[config.mk]
export PLATFORM = sky130hd
export DESIGN_NAME = pe_expander
export DESIGN_NICKNAME = d
export VERILOG_FILES = /design/src/rtl/pe_pkg.sv /design/src/rtl/pe_run_counter.sv /design/src/rtl/pe_pattern_src.sv /design/src/rtl/pe_expander.sv
export SDC_FILE = /design/constraint.sdc
export NUM_CORES = 1
export LEC_CHECK = 0
export BUFFER_PORTS_ARGS = -buffer_cell sky130_fd_sc_hd__clkbuf_2
export CORE_ASPECT_RATIO = 0.5
export CORE_MARGIN = 3
export CORE_UTILIZATION = 40
export DETAILED_ROUTE_END_ITERATION = 10
export PLACE_DENSITY = 0.62
export SLEW_MARGIN = 20
export SYNTH_ARGS = -nofsm -noshare
export SYNTH_HDL_FRONTEND = slang
export SYNTH_SLANG_ARGS = --single-unit
[constraint.sdc]
create_clock -name clk_i -period 3.69 [get_ports clk_i]
set_input_delay 0.369 -clock clk_i [delete_from_list [all_inputs] [get_ports clk_i]]
set_output_delay 0.369 -clock clk_i [all_outputs]
set_load 0.05 [all_outputs]
[src/rtl/pe_pkg.sv]
package pe_pkg;
  typedef enum logic {
    REC_DET  = 1'b0,
    REC_LFSR = 1'b1
  } rec_kind_e;
endpackage

[src/rtl/pe_run_counter.sv]
module pe_run_counter #(
  parameter int CNT_W = 16
) (
  input  logic             clk_i,
  input  logic             rst_ni,
  input  logic             load_i,
  input  logic [CNT_W-1:0] count_i,
  input  logic             step_i,
  output logic             last_o
);
  logic [CNT_W-1:0] remain_q;
  localparam logic [CNT_W-1:0] ONE = CNT_W'(1);

  always_ff @(posedge clk_i or negedge rst_ni) begin
    if (!rst_ni) begin
      remain_q <= ONE;
    end else if (load_i) begin
      // zero count still yields one pattern
      remain_q <= (count_i == '0) ? ONE : count_i;
    end else if (step_i && !last_o) begin
      remain_q <= remain_q - ONE;
    end
  end

  assign last_o = (remain_q == ONE);
endmodule

[src/rtl/pe_pattern_src.sv]
module pe_pattern_src
  import pe_pkg::*;
#(
  parameter int PAT_W = 16
) (
  input  logic             clk_i,
  input  logic             rst_ni,
  input  logic             load_i,
  input  rec_kind_e        kind_i,
  input  logic [PAT_W-1:0] seed_i,
  input  logic [PAT_W-1:0] poly_i,
  input  logic             step_i,
  output logic [PAT_W-1:0] data_o
);
  logic [PAT_W-1:0] pat_q, poly_q, pat_next;
  rec_kind_e        kind_q;

  // Galois step, shifting toward bit 0
  always_comb begin
    pat_next = {1'b0, pat_q[PAT_W-1:1]};
    if (pat_q[0]) pat_next = pat_next ^ poly_q;
  end

  always_ff @(posedge clk_i or negedge rst_ni) begin
    if (!rst_ni) begin
      pat_q  <= '0;
      poly_q <= '0;
      kind_q <= REC_DET;
    end else if (load_i) begin
      pat_q  <= seed_i;
      poly_q <= poly_i;
      kind_q <= kind_i;
    end else if (step_i && kind_q == REC_LFSR) begin
      pat_q <= pat_next;
    end
  end

  assign data_o = pat_q;
endmodule

[src/rtl/pe_expander.sv]
module pe_expander
  import pe_pkg::*;
#(
  parameter int PAT_W = 16,
  parameter int CNT_W = 16
) (
  input  logic             clk_i,
  input  logic             rst_ni,
  input  logic             rec_valid_i,
  output logic             rec_ready_o,
  input  logic             rec_type_i,
  input  logic [PAT_W-1:0] rec_pattern_i,
  input  logic [PAT_W-1:0] rec_poly_i,
  input  logic [CNT_W-1:0] rec_count_i,
  output logic             stim_valid_o,
  input  logic             stim_ready_i,
  output logic [PAT_W-1:0] stim_data_o,
  output logic             done_o
);
  logic busy_q, accept, fire, last;

  assign accept = rec_valid_i && !busy_q;
  assign fire   = busy_q && stim_ready_i;

  // fire gating also advances the source only on a real transfer
  pe_run_counter #(.CNT_W(CNT_W)) u_cnt (
    .clk_i  (clk_i),
    .rst_ni (rst_ni),
    .load_i (accept),
    .count_i(rec_count_i),
    .step_i (fire),
    .last_o (last)
  );

  pe_pattern_src #(.PAT_W(PAT_W)) u_src (
    .clk_i (clk_i),
    .rst_ni(rst_ni),
    .load_i(accept),
    .kind_i(rec_kind_e'(rec_type_i)),
    .seed_i(rec_pattern_i),
    .poly_i(rec_poly_i),
    .step_i(fire),
    .data_o(stim_data_o)
  );

  always_ff @(posedge clk_i or negedge rst_ni) begin
    if (!rst_ni)            busy_q <= 1'b0;
    else if (accept)        busy_q <= 1'b1;
    else if (fire && last)  busy_q <= 1'b0;
  end

  assign rec_ready_o  = !busy_q;
  assign stim_valid_o = busy_q;
  assign done_o       = fire && last;
endmodule

Yosys cells after proc, flatten, opt, wreduce, memory -nomap -nowiden --
Cells that the tools add are included.
Word-level totals: register bits 50, output and inout bits 19, word-level logic and storage cells 27, input bits 53
Operators by class: equal/unequal tests 1, add/sub/neg operators 1, multiplexer cells 8, bitwise operators 1, reduce and logical (&&, ||, !) cells 11
Operator list (count):
- 16-bit two-way mux | 6
- 16-bit by 1-bit == test with 1-bit output, second input constant | 1
- 16-bit zero test | 1
- 16-bit by 1-bit subtractor with 16-bit output, second input constant | 1
- 15-bit by 16-bit bitwise XOR with 16-bit output | 1
- 2-bit nonzero test | 3
- 1-bit logical AND | 5
- 1-bit zero test | 2
- 1-bit two-way mux | 2

Longest topological paths before layout --
Gate-level depths: netlist of the first run.
depth after elaboration 5, depth in mapped cells 6

Hierarchy --
A second synthesis of the first run with hierarchy kept.
Unflattened totals: cell total of the unflattened synthesis 282, area, all modules 2870.3 um^2
By module, submodules not included:
- pe_pattern_src | times used 1, area each 1632.8 um^2, seq. area each 825.8 um^2, cells each 142
- pe_run_counter | times used 1, area each 1171.1 um^2, seq. area each 401.6 um^2, cells each 133
- pe_expander | times used 1, area each 66.3 um^2, seq. area each 25.0 um^2, cells each 7

Worst setup path before layout of the first run --
Ideal clock, no wire load.
path type reg2out, start point register u_cnt.remain_q[0], end point output port done_o, setup slack 1.303 ns, cell stages (with the launch flop) 5, buffers on the path 0, arrival time 2.018 ns, cell sequence dfstp_2 > ha_1 > nor4b_1 > nand4_1 > nor2_1
Between the ends: word-level cells in the longest chain between the ends 2
RTL lines:
- start: declaration | line pe_run_counter.sv:11 | logic [CNT_W-1:0] remain_q;
- start signal: assignment | line pe_run_counter.sv:19 | remain_q <= (count_i == '0) ? ONE : count_i;
- start signal: assignment | line pe_run_counter.sv:21 | remain_q <= remain_q - ONE;
- 16-bit by 1-bit == test with 1-bit output | line pe_run_counter.sv:25 | assign last_o = (remain_q == ONE);
- 1-bit logical AND | line pe_expander.sv:54 | assign done_o = fire && last;
- end: declaration | line pe_expander.sv:18 | output logic done_o
Every way passes these cells.

Final worst setup path of the first run --
start point register u_cnt.remain_q[4], end point output port done_o
Same word-level chain as after synthesis.

==> flow_results.org, run 1 <==
** Detailed routing
- The first detailed-routing pass took 5 iterations.
- Drt first-iter violations :: 195
- In the final routed layout, each cell accounts on average for 14.46 um.
- DRC violation count after routing :: 0
- Count of nets left with antenna violations after detail routing :: 0
- Vias per Instance :: 5.254
- Final Routed Wirelength :: 6650 um
- Summing over every cut layer, the via total after detailed routing is 2,417.

** GRT
- Global-route wire length before repair :: 11,030 um
- The number of global-route vias before repair was 2,365.
- Largest net degree at the start of global routing :: 38
- GRT Residual Overflow :: 0
- In the global route stage, overall resource usage came out at 17.89%.
- Number of antenna violations at the first check in global routing :: 0

** Final layout
- Fill cell total of the finished layout :: 618
- Final cell utilization of the core :: 51.82%
- Number of antenna diodes :: 0
- Fraction of layout instances using a drive strength above 1 :: 23.12%
- Relative to the synthesized area, the layout overhead comes to 22.04%.
- The net count of the finished layout is 426.

** Yosys
- Yosys printed 0 warnings.
- Synthesized cell area :: 2656 um^2
- The share of synthesized area in the top cell type comes to 46.16%.
- By instance count, the leading cell after synthesis is sky130_fd_sc_hd__nand2_1.
- Synth cell count leaders :: sky130_fd_sc_hd__nand2_1 (93), sky130_fd_sc_hd__dfrtp_1 (49), sky130_fd_sc_hd__o21ai_0 (24)
- FFs w/ async S/R, synth :: 100.0%
- Each instance of the synthesized netlist takes up on average 8.681 um^2.
- Net count of the mapped netlist :: 361
- Top flip-flop cell by instance count after synthesis :: sky130_fd_sc_hd__dfrtp_1
- Seq cells post-synth :: 50
- Number of standard cells after synthesis :: 306
- The largest total area in the synthesized netlist belongs to sky130_fd_sc_hd__dfrtp_1.
- Number of synthesized flops with an enable pin :: 0
- Sequential element share of the synthesized area :: 47.15%
- Synthesis instantiated 42 different standard cells from the library.
- Yosys attributes the largest share of cell area to sky130_fd_sc_hd__dfrtp_1 (46%), sky130_fd_sc_hd__nand2_1 (13%), sky130_fd_sc_hd__mux2i_1 (5.3%).

** Timing
- Unrepaired setup endpoints after global routing :: false
- In the final timing run, aggregate negative setup slack is 0 ns.
- PnR worst setup slack :: 1.007 ns
- The worst path in the final design needs a cycle of 2.683 ns, including I/O delays and setup.
- Hold Violations, Final :: 0
- Tcrit/Tclk final :: 72.71%
- For the pin with the worst max-slew slack, the measured transition is 0.9591 ns.
- Final max-slew violation count :: 0
- Achievable Freq :: 0.3727 GHz
- Setup violations remaining at the end of the flow were counted as 0.
- Headroom to the max-slew limit came out at 36.06%.
- For the final database, setup skew stands at 0.006575 ns.

** Worst setup path
- STA classifies the critical path endpoint as a primary output.
- Of all nets on the critical path, the largest fanout is 6.
- Setup slack on the worst reg-to-reg path comes out at 1.44 ns.
- Element type at the critical path start :: register
- Worst r2r path cells :: 5
- The startpoint identified for the worst register-to-register timing path is u_cnt.remain_q[0]$_DFFE_PN1P_.
- STA puts the critical path data required time at 3.32 ns.
- Capture instance of the worst register-to-register path :: u_cnt.remain_q[10]$_DFFE_PN0P_
- Data on the critical path arrives at its endpoint at 2.31 ns.
- The critical path is of the reg -> out type.

** Power
- Total power per unit cell area :: 688.4 nW/um^2
- Net switching is 42.64% of the power.
- The internal portion of the total power is 1.280 mW.
- Across the VDD grid, the largest voltage drop is 0.2012 mV.
- Overall power consumption after layout is estimated at 2.232 mW.
- Part of the total power dissipated in the clock network :: 20.1%
- Of the total power, combinational logic draws 38.6%.
- For this design the total switching power over the nets is 951.4 uW.
- The analysis attributes to cell leakage a power of 1.608 nW.
- The share of total power dissipated in sequential elements is 41.3%.

** Clocking
- After clock tree synthesis, the setup repair step added 0 buffers.
- The later pin in the worst-skew pair is clocked with a latency of 0.29 ns.
- The cell sitting at the root of the clock tree is a sky130_fd_sc_hd__clkbuf_16.
- CTS built an H-tree with a depth of 2.
- Clock Sinks :: 50
- Once the clock tree was built, the resizer swapped 0 gates to a different size.
- Clock-pin slew was measured on the worst setup and hold paths at 0.07 ns.
- Clock buffers created by TritonCTS :: 5
- Total of hold buffers inserted after clock tree synthesis :: 0
- The longest clock path from root to sink contains 2 buffers.
- TritonCTS built the clock tree.

** Floorplanning
- Area of the die :: 7714 um^2
- Width of the die :: 121.2 um
- The floorplan has 20 rows.
- Die Span Y :: 63.63 um
- The region available for standard cell placement spans 6256 um^2.
- I/O pin total :: 72
- Initial core utilization :: 42.46%

** Placed design
- The congestion estimate from routability-driven global placement came to 0.8341.
- Once detailed placement completed, the half-perimeter wirelength came to 4817 um.
- Before CTS, the worst setup slack after placement is 1.337 ns.
- # port buffers :: 71

** Hold path
- In this run the worst hold path is classified as in -> async.

** Status
- Run status :: complete, no violations

** Run
- Maximum Capacitance Violations :: 0
worst max-delay path, stage by stage, from the launching register on:
cell and delay, ns:
sky130_fd_sc_hd__dfrtp_1 0.41, sky130_fd_sc_hd__nor4_1 0.63, sky130_fd_sc_hd__nand4_1 0.42, sky130_fd_sc_hd__nor2_1 0.25, sky130_fd_sc_hd__clkbuf_2 0.31
worst max path at each step:
stage	startpoint	endpoint	slack, ns	depth (start not counted)
6_report	u_cnt.remain_q[4]$_DFFE_PN0P_	done_o	1.01	4
5_1_grt	u_cnt.remain_q[4]$_DFFE_PN0P_	done_o	0.82	4
4_1_cts	u_cnt.remain_q[4]$_DFFE_PN0P_	done_o	1.01	4
3_5_place_dp	u_cnt.remain_q[0]$_DFFE_PN1P_	done_o	1.34	5
3_3_place_gp	u_cnt.remain_q[0]$_DFFE_PN1P_	done_o	1.44	5
2_1_floorplan	u_cnt.remain_q[0]$_DFFE_PN1P_	done_o	1.30	4
final cells by class:
cell class | count | area, um^2 | share of cell area [%]
clock inverter | 2 | 13.76 | 0.4245
multi-input combinational | 237 | 1348 | 41.57
tap | 88 | 110.1 | 3.396
inverter | 3 | 11.26 | 0.3474
clock buffer | 6 | 128.9 | 3.975
sequential | 50 | 1252 | 38.63
timing repair buffer | 74 | 377.9 | 11.66
kinds of logic (layout without fill, tap and decap cells):
group	after synthesis	in the layout	synth area share (%)
compound gates	52	52	12.29
simple gates	154	154	26.66
xor+xnor	15	15	4.946
buf+inv	19	85	2.732
mux	14	14	5.275
flops	50	50	47.15
fa+ha+maj	2	2	0.9419
registers in the layout, summed over array words and instances, names as in the netlist:
signal	count
stim_valid_o	1
u_cnt.remain_q	16
u_src.data_o	16
u_src.kind_q	1
u_src.poly_q	16
per-stage QoR:
| step | hold WS [ns] | cell area, um^2 | cells |
|---|---|---|---|
| CTS | 0.2534 | 3242 | 460 |
| finish | 0.2179 | 3242 | 460 |
| floorplan | 0.07341 | 2656 | 306 |
| detailed placement | 0.4655 | 3099 | 452 |
| global placement | 0.4582 | 3092 | 452 |
| global route | 0.2783 | 3242 | 460 |
per-layer routing:
metal	vias to the layer above	GRT usage, %	wire (um)
li1	1204	-	-
met1	1132	23.57	3099
met2	72	29.85	3103
met3	9	3.946	380
met4	0	4.888	67
met5	-	0	0
cells in the final DEF (no fill, tap or decap), drive strengths merged, types with 4 or more instances in the layout:
cell / instances
nand2: 93
clkbuf: 77
dfrtp: 49
o21ai: 24
nor2: 16
xnor2: 14
mux2i: 14
or4: 8
nand3: 7
nor4: 6
a31oi: 6
nor3: 5
or3: 4
o311ai: 4
a22oi: 4
power groups by stage:
stage | combinational [mW] | clock, mW | sequential [mW]
after floorplan | 0.414 | 0 | 1.14
after global placement | 0.843 | 0 | 0.920
after detailed placement | 0.864 | 0 | 0.931
after CTS | 0.866 | 0.461 | 0.921
after global routing | 0.945 | 0.486 | 0.953
final | 0.861 | 0.448 | 0.922
(Power assumes the default switching activity.)
==> inputs of run 2 (changes only) <==
PLACE_DENSITY = 0.64   (was 0.62)
clock period = 2.3 ns   (was 3.69 ns; I/O delays follow)
==> run 2 against run 1 <==
The flow now finishes with violations (negative hold slack). Combinational power grew 63%. Routed wire length increased by 0.36%. Sequential cell count unchanged. First-iteration DRC count shrank 31%. Register-to-register slack worse by 1.4 ns. Final area grew 2.0%. Final cell count is 1.3% higher. Global-route usage decreased by 0.34 points. Clock-buffer cell count down 1. Clock skew is 0.0012 ns lower. Die area did not move. Clock power increased by 60%. Largest power group unchanged. Highest routed layer unchanged.
==> flow_results.org, run 2 (synthesis gave the netlist of run 1 again) <==
** Status
- The run finished, with violations left.
- The final reports fail on negative hold slack.

** Worst setup path
- Data required time of the critical path :: 2.51 ns
- Critical-path maximum fanout :: 9
- The worst setup path is launched from a register.
- On the worst path, the slowest cell contributes a delay of 0.55 ns.
- The critical path is of the reg -> reg type.
- Master of the slowest instance on the critical path :: sky130_fd_sc_hd__or4_4
- Gate family responsible for the most delay along the worst path :: simple AND/OR/NAND/NOR gates
- For the worst setup path, the data arrival time is 2.45 ns.
- Chain of cells forming the critical path :: or4_4, or3_1, or4_1, a31oi_1
- Sum of buffers and inverters on the critical path :: 0
- Endpoint class of the critical path :: register

** GRT
- The number of global-route vias before repair was 2,324.
- The initial antenna violation count is 0.
- Global-route wire length before repair :: 11,070 um
- Global routing finished with a remaining overflow of 0.
- Entering global routing, the biggest net connects 33 pins.
- Overall fraction of global-route tracks in use :: 17.55%

** Placed design
- Cells after DPL :: 459
- # port buffers :: 71
- Detailed-placement wirelength estimate :: 4893 um
- Final GP Congestion :: 0.8963

** Detailed routing
- DR WL/cell :: 14.32 um
- After detailed routing, the number of remaining DRC violations is 0.
- Final Routed Wirelength :: 6674 um
- The detailed router finished its first iteration with 135 violations.
- Once detail routing completed, the nets flagged for antenna violations numbered 0.
- The first detailed-routing pass ran for 5 iterations.
- Via count :: 2,449
- Using the TritonRoute via totals, the vias-per-cell ratio works out to 5.255.

** Floorplanning
- 72 I/O pins were placed.
- Floorplan core area :: 6256 um^2
- The die covers 7714 um^2.
- In this run the horizontal extent of the chip is 121.2 um.
- Initial core utilization :: 42.46%
- In this run the core area contains 20 standard-cell rows.
- Die Span Y :: 63.63 um

** Timing
- Final setup TNS :: 0 ns
- Worst slew margin relative to its limit :: 50.65%
- Final max-slew violation count :: 0
- At the pin with the least slew margin, the transition time is 0.7402 ns.
- Tcrit/Tclk final :: 97.44%
- Across all hold checks on the routed design, the worst slack comes to -0.009221 ns.
- Hold Violations, Final :: 10
- Setup repair after global routing left no endpoint under its margin.
- The clock period could shrink to 2.241 ns.
- Total setup violations reported at the end of the flow :: 0
- The clock arrives with 0.005335 ns of skew.
- Timing would allow up to 0.4462 GHz.

** Run
- Maximum Capacitance Violations :: 0

** Power
- Summed over all cells, the static leakage comes to 1.639 nW.
- Across the VDD grid, the largest voltage drop is 0.3151 mV.
- Overall power :: 3.595 mW
- Power spread over the standard cell area amounts to 1087 nW/um^2.

** Final layout
- Number of antenna diodes :: 0
- The post-route netlist has 24.87% of its cells at a drive strength greater than 1.
- The library cells used most frequently in the layout, excluding fill and tap cells, are sky130_fd_sc_hd__nand2_1 (92), sky130_fd_sc_hd__clkbuf_2 (70), sky130_fd_sc_hd__dfrtp_1 (49), sky130_fd_sc_hd__o21ai_0 (24), sky130_fd_sc_hd__nor2_1 (16).
- Leaving out fill and tap cells, the most frequent cell in the layout is sky130_fd_sc_hd__nand2_1.
- Fill cell total of the finished layout :: 605
- Layout Cells excl Fill :: 466
- Net total in the final layout :: 433
- Layout overhead on the synthesized area :: 24.45%

** Clocking
- Clock Sinks :: 50
- Clock insertion delay at the later pin of the skew report :: 0.29 ns
- Clk buf depth :: 2
- Clock-pin slew was measured on the worst setup and hold paths at 0.07 ns.
- Total of hold buffers inserted after clock tree synthesis :: 0
- Clock buffers created by TritonCTS :: 5
- CTS tree :: done
- The tree is rooted in a sky130_fd_sc_hd__clkbuf_16.
- # H-tree levels :: 2

** Hold path
- The min-delay analysis places its worst path in the category in -> async.
[run 2: power by group]
group / leakage (nW) / internal (mW) / switching (mW)
combinational: 0.958 / 0.510 / 0.886
sequential: 0.619 / 1.15 / 0.326
clock: 0.0619 / 0.397 / 0.320
[run 2: path summary, 6_finish.rpt]
kind,depth (start not counted),start,slack (ns),to
max in group asynchronous,2,rst_ni,1.64,u_cnt.remain_q[15]$_DFFE_PN0P_
min,1,rst_ni,-0.009,u_src.poly_q[2]$_DFFE_PN0P_
min in group clk_i,3,rec_poly_i[14],0.13,u_src.poly_q[14]$_DFFE_PN0P_
min reg2reg,2,u_src.poly_q[12]$_DFFE_PN0P_,0.48,u_src.poly_q[12]$_DFFE_PN0P_
max,4,u_cnt.remain_q[4]$_DFFE_PN0P_,0.06,u_cnt.remain_q[15]$_DFFE_PN0P_
max reg2reg,4,u_cnt.remain_q[4]$_DFFE_PN0P_,0.06,u_cnt.remain_q[15]$_DFFE_PN0P_
[run 2: timing repair]
action | CTS | global route
gates resized for setup | 1 | 2
endpoints found under the hold margin | 0 | 0
setup endpoints to repair | 1 | 1
buffers inserted | 0 | 0
[run 2: cell type report]
type | count | area [um^2] | area share [%]
clock buffers | 5 | 125.1 | 3.785
repair buffers | 81 | 445.4 | 13.47
inverters | 3 | 11.26 | 0.3407
clock inverters | 2 | 15.01 | 0.4542
well taps | 88 | 110.1 | 3.331
multi-input cells | 237 | 1346 | 40.73
flip-flops and latches | 50 | 1252 | 37.89
[run 2: through the flow]
step	hold slack (ns)	instance area [um^2]	utilization, %	setup WS (ns)
after floorplan	-0.06559	2658	-	0.02554
after global placement	0.3287	3157	50.46	0.1424
after CTS	0.02515	3303	52.80	0.06460
after global routing	0.06963	3306	52.84	0.001503
final	-0.009221	3306	52.84	0.05889
after detailed placement	0.3395	3157	50.46	0.07995
[run 2: layer usage]
layer	wire, um	vias up	global-route usage [%]	part of all wire (%)
li1	-	1220	-	-
met2	3080	79	28.61	46
met3	362	7	2.960	5.4
met4	61	0	3.771	0.91
met1	3169	1143	24.68	47
met5	0	-	0	0
==> inputs of run 3 (changes only) <==
CTS_BUF_LIST = sky130_fd_sc_hd__clkbuf_4   (was default)
==> run 3 against run 2 <==
The flow now finishes without violations. Worst setup slack gained 0.062 ns. Global-route usage up 0.27 points. Sequential cell count stayed put. Non-clock buffer count is 1 higher. Utilization is 0.82 points lower. Final area shrank 1.6%. Via count rose by 0.90%. First-iteration DRC count is 12% higher. Clock power decreased by 42%. Combinational power is essentially flat. Hold slack improved by 0.034 ns. Critical path depth unchanged. Critical endpoint unchanged.
==> flow_results.org, run 3 (synthesis gave the netlist of run 1 again) <==
** Worst setup path
- Arr. time, crit path :: 2.49 ns
- Element type at the critical path start :: register
- Startpoint-to-endpoint class of the critical path :: reg -> reg
- Endpoint class of the critical path :: register
- Critical-path maximum fanout :: 9
- Data required time of the critical path :: 2.61 ns
- Across all register-to-register paths, the minimum setup slack is 0.12 ns.

** Final layout
- In the final layout, the share of cells above drive strength 1 is 25.59%.
- The library cell used most frequently in the layout, excluding fill and tap cells, is sky130_fd_sc_hd__nand2_1.
- The number of antenna diodes in the final layout is 0.
- After filler insertion, the fill cell instance count of the layout stands at 611.
- Final Cell Area :: 3254 um^2
- For this run, the post-layout net count is 434.
- Layout overhead on the synthesized area :: 22.52%
- Top library cells by usage in the layout, fill and taps aside :: sky130_fd_sc_hd__nand2_1 (92), sky130_fd_sc_hd__clkbuf_2 (70), sky130_fd_sc_hd__dfrtp_1 (49), sky130_fd_sc_hd__o21ai_0 (24), sky130_fd_sc_hd__nor2_1 (15)

** Power
- Net switching component of the power :: 1.530 mW
- Net switching is 46.18% of the power.
- Combinational Power Share :: 42.5%
- Power spread over the standard cell area amounts to 1018 nW/um^2.
- Leakage power of the design :: 1.611 nW
- Sequential cells burn 45.0% of the power.
- VDD sags by at most 0.2900 mV.
- The clock network accounts for 12.5% of the total power.
- Internal power component :: 1.783 mW

** Timing
- Setup repair after global routing left no endpoint under its margin.
- Final max-slew violation count :: 0
- Measured against its own limit, the worst slew margin works out to 51.06%.
- Setup violations remaining at the end of the flow were counted as 0.
- Clock Skew :: 0.004960 ns
- The final hold violation count came to 0.
- Derived from the worst setup path, the maximum achievable clock frequency is 0.4589 GHz.
- Of the available clock period, the critical path in the final layout requires 94.75%.
- Slew at the pin closest to its max-slew limit :: 0.7341 ns
- Final critical path time including I/O delays and setup :: 2.179 ns
- Final setup TNS :: 0 ns

** Clocking
- Clock insertion delay at the later pin of the skew report :: 0.38 ns
- For this design, the sink count on the clock tree is 50.
- The cell sitting at the root of the clock tree is a sky130_fd_sc_hd__clkbuf_4.
- Clock-pin slew was measured on the worst setup and hold paths at 0.15 ns.
- The H-tree was split into 2 levels.
- TritonCTS built the clock tree.
- Number of buffers added for setup after CTS :: 0
- The longest clock path from root to sink contains 2 buffers.
- Clock buffers created by TritonCTS :: 5

** Placed design
- Summed over all nets, the half-perimeter wirelength after detailed placement is 4893 um.
- # port buffers :: 71
- The congestion estimate from routability-driven global placement came to 0.8963.
- Placed cell area :: 3157 um^2

** GRT
- Global-route wire length before repair :: 11,140 um
- Number of antenna violations at the first check in global routing :: 0
- Largest net degree at the start of global routing :: 33
- The number of global-route vias before repair was 2,357.
- In the global route stage, overall resource usage came out at 17.83%.
- GRT Residual Overflow :: 0

** Detailed routing
- Using the TritonRoute via totals, the vias-per-cell ratio works out to 5.291.
- Final Routed Wirelength :: 6662 um
- For this run, design rule violations remaining after detail routing come to 0.
- Before antenna repair, the detailed router went through 4 iterations.
- Via count :: 2,471
- Dividing the detail-routed wire length by the instance count gives 14.27 um.
- Count of nets left with antenna violations after detail routing :: 0
- Drt first-iter violations :: 151

** Floorplanning
- Width of the die :: 121.2 um
- Initial core utilization :: 42.46%
- Floorplan core area :: 6256 um^2
- Die Span Y :: 63.63 um
- The die covers 7714 um^2.
- The initialized floorplan defines 20 standard-cell rows.
- I/O pin total :: 72

** Run
- Max-cap violations in this run came to 0.

** Status
- Run status :: complete, no violations

** Hold path
- In this run the worst hold path is classified as in -> reg.
run 3: changes by cell type in the layout (fill, tap and decap cells not counted), sizes merged:
cell | previous run | this run
buf | 10 | 11
clkbuf | 76 | 75
dlygate4sd3 | 0 | 1
run 3: path summary, 6_finish.rpt:
check	from	end	cells after the start
min in group asynchronous	rst_ni	u_src.poly_q[2]$_DFFE_PN0P_	2
min reg2reg	u_src.poly_q[4]$_DFFE_PN0P_	u_src.poly_q[4]$_DFFE_PN0P_	2
max	u_cnt.remain_q[4]$_DFFE_PN0P_	u_cnt.remain_q[15]$_DFFE_PN0P_	4
max reg2reg	u_cnt.remain_q[4]$_DFFE_PN0P_	u_cnt.remain_q[15]$_DFFE_PN0P_	4
min	rec_poly_i[14]	u_src.poly_q[14]$_DFFE_PN0P_	3
max in group asynchronous	rst_ni	u_cnt.remain_q[15]$_DFFE_PN0P_	3
run 3: power groups by stage:
stage	Sequential, mW	Combinational, mW	Clock [mW]
3_5_place_dp	1.49	1.40	0
5_1_grt	1.54	1.54	0.467
6_report	1.49	1.41	0.415
2_1_floorplan	1.82	0.665	0
4_1_cts	1.47	1.41	0.421
3_3_place_gp	1.47	1.37	0
run 3: stage by stage:
stage / hold slack [ns] / util [%] / power, mW / cells / worst slack (ns)
global route: 0.009313 / 52.02 / 3.539 / 467 / 0.01570
finish: 0.02525 / 52.02 / 3.313 / 467 / 0.1209
floorplan: -0.06559 / - / 2.490 / 306 / 0.02554
detailed placement: 0.3395 / 50.46 / 2.892 / 459 / 0.07995
global placement: 0.3287 / 50.46 / 2.846 / 459 / 0.1424
CTS: 0.01819 / 51.60 / 3.303 / 467 / 0.02212
run 3: per-layer routing:
| metal | global-route usage, % | vias to the layer above | share of wire [%] |
|---|---|---|---|
| met2 | 28.89 | 78 | 45 |
| met5 | 0 | - | 0 |
| met3 | 2.960 | 10 | 6.0 |
| li1 | - | 1220 | - |
| met4 | 5.028 | 0 | 1.3 |
| met1 | 24.75 | 1163 | 47 |
run 3: repair_timing:
item	CTS	global route
hold endpoints to repair	26	0
endpoints found under the setup margin	1	3
hold buffers	1	0
resized for setup	2	6
pin swaps	0	0
run 3: area by class of cell:
cell class | count | area (um^2) | area share [%]
multi-input combinational | 237 | 1369 | 42.06
sequential | 50 | 1252 | 38.49
timing repair buffer | 82 | 459.2 | 14.11
tap | 88 | 110.1 | 3.383
clock buffer | 5 | 37.54 | 1.153
clock inverter | 2 | 15.01 | 0.4614
inverter | 3 | 11.26 | 0.3460
run 3: worst max-delay path, stage by stage, from the launching register on:
cell and delay [ns]:
sky130_fd_sc_hd__dfrtp_1 0.44, sky130_fd_sc_hd__or4_4 0.55, sky130_fd_sc_hd__or3_4 0.43, sky130_fd_sc_hd__or4_1 0.52, sky130_fd_sc_hd__a31oi_1 0.17
